[config.mk]
export PLATFORM = sky130hd
export DESIGN_NAME = bus_lane_ctrl
export DESIGN_NICKNAME = d
export VERILOG_FILES = /design/src/rtl/bus_lane_ctrl.sv
export SDC_FILE = /design/constraint.sdc
export NUM_CORES = 1
export LEC_CHECK = 0
export BUFFER_PORTS_ARGS = -buffer_cell sky130_fd_sc_hd__buf_2
export CAP_MARGIN = 0
export CORE_MARGIN = 3
export CORE_UTILIZATION = 25
export DETAILED_ROUTE_END_ITERATION = 8
export GPL_TIMING_DRIVEN = 1
export HOLD_SLACK_MARGIN = 0.1
export PLACE_DENSITY = 0.57
export SYNTH_ARGS = -nofsm -noshare
export SYNTH_HDL_FRONTEND = slang
export SYNTH_SLANG_ARGS = --single-unit
export TNS_END_PERCENT = 100
[constraint.sdc]
create_clock -name clk -period 2.5 [get_ports clk]
set_input_delay 0.125 -clock clk [delete_from_list [all_inputs] [get_ports clk]]
set_output_delay 0.125 -clock clk [all_outputs]
set_load 0.01 [all_outputs]
[src/rtl/bus_lane_ctrl.sv]
module bus_lane_ctrl #(
  parameter int TYPE_W = 2,
  parameter int REG_W  = 2
) (
  input  logic              clk,
  input  logic              rst_i,
  input  logic              strap_i,
  input  logic              req_i,
  input  logic [TYPE_W-1:0] req_type_i,
  input  logic [REG_W-1:0]  region_i,
  input  logic              dis_lo_i,
  input  logic              dis_up_i,
  input  logic              ready_i,
  input  logic              hold_i,
  output logic              hbe_n_o,
  output logic              a0_o,
  output logic              lane_oe_o,
  output logic              addr_phase_o,
  output logic [2:0]        phase_o
);
  localparam logic [REG_W-1:0] REG_LO = REG_W'(1);
  localparam logic [REG_W-1:0] REG_UP = REG_W'(2);

  typedef enum logic [2:0] {
    S_IDLE = 3'd0, S_T1 = 3'd1, S_T2 = 3'd2, S_T3 = 3'd3, S_TW = 3'd4
  } phase_t;

  phase_t            st;
  logic [TYPE_W-1:0] type_q;
  logic [REG_W-1:0]  reg_q;
  logic              hold_q;
  logic              strap_q;
  logic              active;
  logic              suppress;

  always_ff @(posedge clk) begin
    if (rst_i) begin
      st      <= S_IDLE;
      type_q  <= '0;
      reg_q   <= '0;
      hold_q  <= 1'b0;
      strap_q <= strap_i;
    end else begin
      case (st)
        S_IDLE: begin
          if (hold_i)      hold_q <= 1'b1;
          else if (hold_q) hold_q <= 1'b0;
          else if (req_i) begin
            st     <= S_T1;
            type_q <= req_type_i;
            reg_q  <= region_i;
          end
        end
        S_T1:    st <= S_T2;
        S_T2:    st <= S_T3;
        S_T3:    st <= ready_i ? S_IDLE : S_TW;
        S_TW:    st <= ready_i ? S_IDLE : S_TW;
        default: st <= S_IDLE;
      endcase
    end
  end

  assign active   = (st != S_IDLE);
  assign suppress = strap_q && (((reg_q == REG_LO) && dis_lo_i) ||
                                ((reg_q == REG_UP) && dis_up_i));

  assign hbe_n_o      = active ? type_q[1] : 1'b1;
  assign a0_o         = active ? type_q[0] : 1'b0;
  assign lane_oe_o    = !rst_i && !hold_q;
  assign addr_phase_o = (st == S_T1) && !suppress;
  assign phase_o      = st;
endmodule


==> impl_metrics.py <==
metrics = {
    "status": {
        "status": "completed",
    },
    "yosys": {
        "post_synth_instance_area_um2": 427.9,
        "yosys-top-cells-area": "sky130_fd_sc_hd__dfxtp_1 37%, sky130_fd_sc_hd__mux2i_1 12%, sky130_fd_sc_hd__nand2b_1 12%",
        "syn-instance-count": 45,
        "synth.distinct_cells": 19,
        "ys.warnings.count": 0,
        "seq_area_frac_synth_pct": 44.44,
        "syn_nets": 57,
        "synth_largest_area_cell": "sky130_fd_sc_hd__dfxtp_1",
        "avgSynthCellArea_um2": 9.509,
        "ys_ff_latch": 9,
        "synth_top_cell_area_share_pct": 37.43,
    },
    "timing": {
        "report.final.hold_viol_count": 0,
        "max-slew-margin-rel_pct": 80.32,
        "setup_viol_count_final": 0,
        "final.setup.tns_ns": 0,
        "period_needed_ns": 1.374,
        "setup_skew_after_layout_ns": 0.0007176,
        "tightestPinTransition_ns": 0.2948,
        "fmax_ghz": 0.7276,
        "rsz0062_at_grt": "false",
        "maxSlewViolCount": 0,
        "min_period_over_period_pct": 54.97,
    },
    "finish": {
        "area.sequential_um2": 190.2,
        "filler_cell_count": 164,
        "multi_input_comb_area_um2": 222.7,
        "flow.area_growth_from_synthesis_pct": 33.04,
        "diodes_inserted": 0,
        "final_common_cell": "sky130_fd_sc_hd__buf_2",
        "finalCoreUtilization_pct": 36.52,
        "layout.nets": 80,
        "drive_gt1_share_pct": 34.33,
        "finish.instance_area_um2": 569.3,
        "layout_common_cells": "18 x sky130_fd_sc_hd__buf_2, 8 x sky130_fd_sc_hd__nand2b_1, 8 x sky130_fd_sc_hd__dfxtp_1",
    },
    "pwr": {
        "p_int_mw": 0.2518,
        "share_clk_of_total_power_pct": 32.1,
        "seqPwrFrac_pct": 49.3,
        "worst_ir_drop_vdd_uv": 356.9,
        "switchingPower_mw": 0.08720,
        "p_sw_share_pct": 25.72,
        "combPwrFrac_pct": 18.6,
        "cellPowerDensity_nw_per_um2": 595.5,
        "leakage_nw": 0.2538,
    },
    "min_path": {
        "whs_path_depth": 3,
        "min_from": "hold_i",
        "min-delay-path-class": "in2reg",
    },
    "floorplanning": {
        "die_width_um": 47.37,
        "die_outline_area_um2": 2244,
        "design.core.area_um2": 1559,
        "top_level_ports": 19,
        "start_util_pct": 27.45,
        "placementRows": 14,
        "fp.dieH_um": 47.37,
    },
    "clock_network": {
        "cts_tree": "done",
        "htree_depth": 1,
        "clock-root-buffer": "sky130_fd_sc_hd__clkbuf_4",
        "clock_latency_ns": 0.25,
        "path_clk_slew_ns": 0.06,
        "ctsLongestPathBuffers": 2,
        "postCtsSetupRepairBufs": 0,
        "tritoncts_num_sinks": 9,
        "cts-buffers-inserted": 3,
    },
    "detailed_routing": {
        "route.antenna.remaining_nets": 0,
        "wirelength_um": 861,
        "detail_route.wl_per_cell_um": 10.37,
        "drtIter0Drc": 5,
        "vias": 359,
        "detailed_routing_iterations_pass_1": 2,
        "drcViolationCount": 0,
        "via_per_inst": 4.325,
    },
    "worst_setup_path": {
        "worstPathRequired_ns": 2.38,
        "cp-start-kind": "flip-flop",
        "timing.critical_path.arrival_ns": 1.25,
        "worstSetupStartpoint": "phase_o[0]",
        "worstPathMaxFanout": 7,
        "r2r_start": "phase_o[2]",
        "reg2regPathDepth": 3,
        "cp-end-kind": "output pin",
        "setup.worst_path.class": "reg2out",
    },
    "placement": {
        "gp_routability_congestion": 0.6878,
        "port-buffer-count": 18,
        "detailed_place.area_um2": 523.0,
        "place.detailed.hpwl_um": 638.9,
    },
    "global_route": {
        "globalRoute.totalOverflow": 0,
        "number_of_global_route_vias_before_repair": 298,
        "grt_max_degree": 15,
        "first_pass_grt_wire_length_um": 1269,
        "antenna_found_initial": 0,
        "grt.total_usage_pct": 8.263,
    },
    "flow_run": {
        "timing.max_cap.violations": 0,
    },
}
through the flow:
stage,hold slack [ns],power [mW],worst slack [ns],cells
after floorplan,0.2043,0.2102,1.356,45
after global placement,0.2899,0.2313,1.284,77
after detailed placement,0.2947,0.2318,1.243,77
after CTS,0.1239,0.3457,1.109,83
after global routing,0.1203,0.3649,1.038,83
final,0.1321,0.3390,1.126,83
critical path, stage by stage (launching register included):
cell and delay (ns):
sky130_fd_sc_hd__dfxtp_1 0.49, sky130_fd_sc_hd__nor3_4 0.09, sky130_fd_sc_hd__or2_2 0.28, sky130_fd_sc_hd__buf_2 0.14
cell usage after synthesis (all sizes together):
library cell and instances:
or2 1, clkbuf 1, buf 1, nand3b 1
nor2 5, dfxtp 8, nor3 3, nand2 2
nor2b 1, mux2i 5, a21oi 3, and3b 1
nor4 1, nand2b 8, xnor2 1, o21ai 1
and3 1, edfxtp 1
path summary, 6_finish.rpt:
| check | slack, ns | end |
|---|---|---|
| hold / removal | 0.13 | hold_q |
| setup reg to reg | 1.23 | reg_q[0] |
| setup / recovery | 1.13 | hbe_n_o |
| hold reg to reg | 0.47 | type_q[1] |
registers in the layout (all words and copies together), names as in the netlist:
signal,cells
hold_q,1
phase_o,3
reg_q,2
type_q,2
strap_q,1
cell type report:
cell class / count / area share [%]
sequential: 9 / 33.41
timing repair buffer: 20 / 19.34
tap: 16 / 3.516
multi-input combinational: 34 / 39.12
clock buffer: 4 / 4.615
per-layer routing:
layer,GRT usage (%),vias to the layer above,share of wire [%]
met3,5.747,0,7.3
met5,0,-,0
met1,11.85,149,54
met2,10.70,12,39
met4,0,0,0
li1,-,198,-
kinds of logic after synthesis:
logic type	Yosys count	synth area share [%]
muxes	5	11.70
DFF	9	44.44
and+or+nand+nor	24	33.63
AOI/OAI and AO/OA	4	4.676
buffers and inverters	2	3.508
xor gates and xnor gates	1	2.047
power groups by stage:
stage	Sequential, mW	Combinational, mW	Clock, mW
finish	0.167	0.0630	0.109
global route	0.169	0.0706	0.125
CTS	0.167	0.0641	0.114
detailed placement	0.171	0.0612	0
global placement	0.170	0.0613	0
floorplan	0.170	0.0397	0
timing repair:
item                                   CTS  global route
endpoints found under the hold margin    2             0
hold buffers                             2             0
resized for setup                        0             0
No activity file was read; power rests on OpenSTA's default activity.
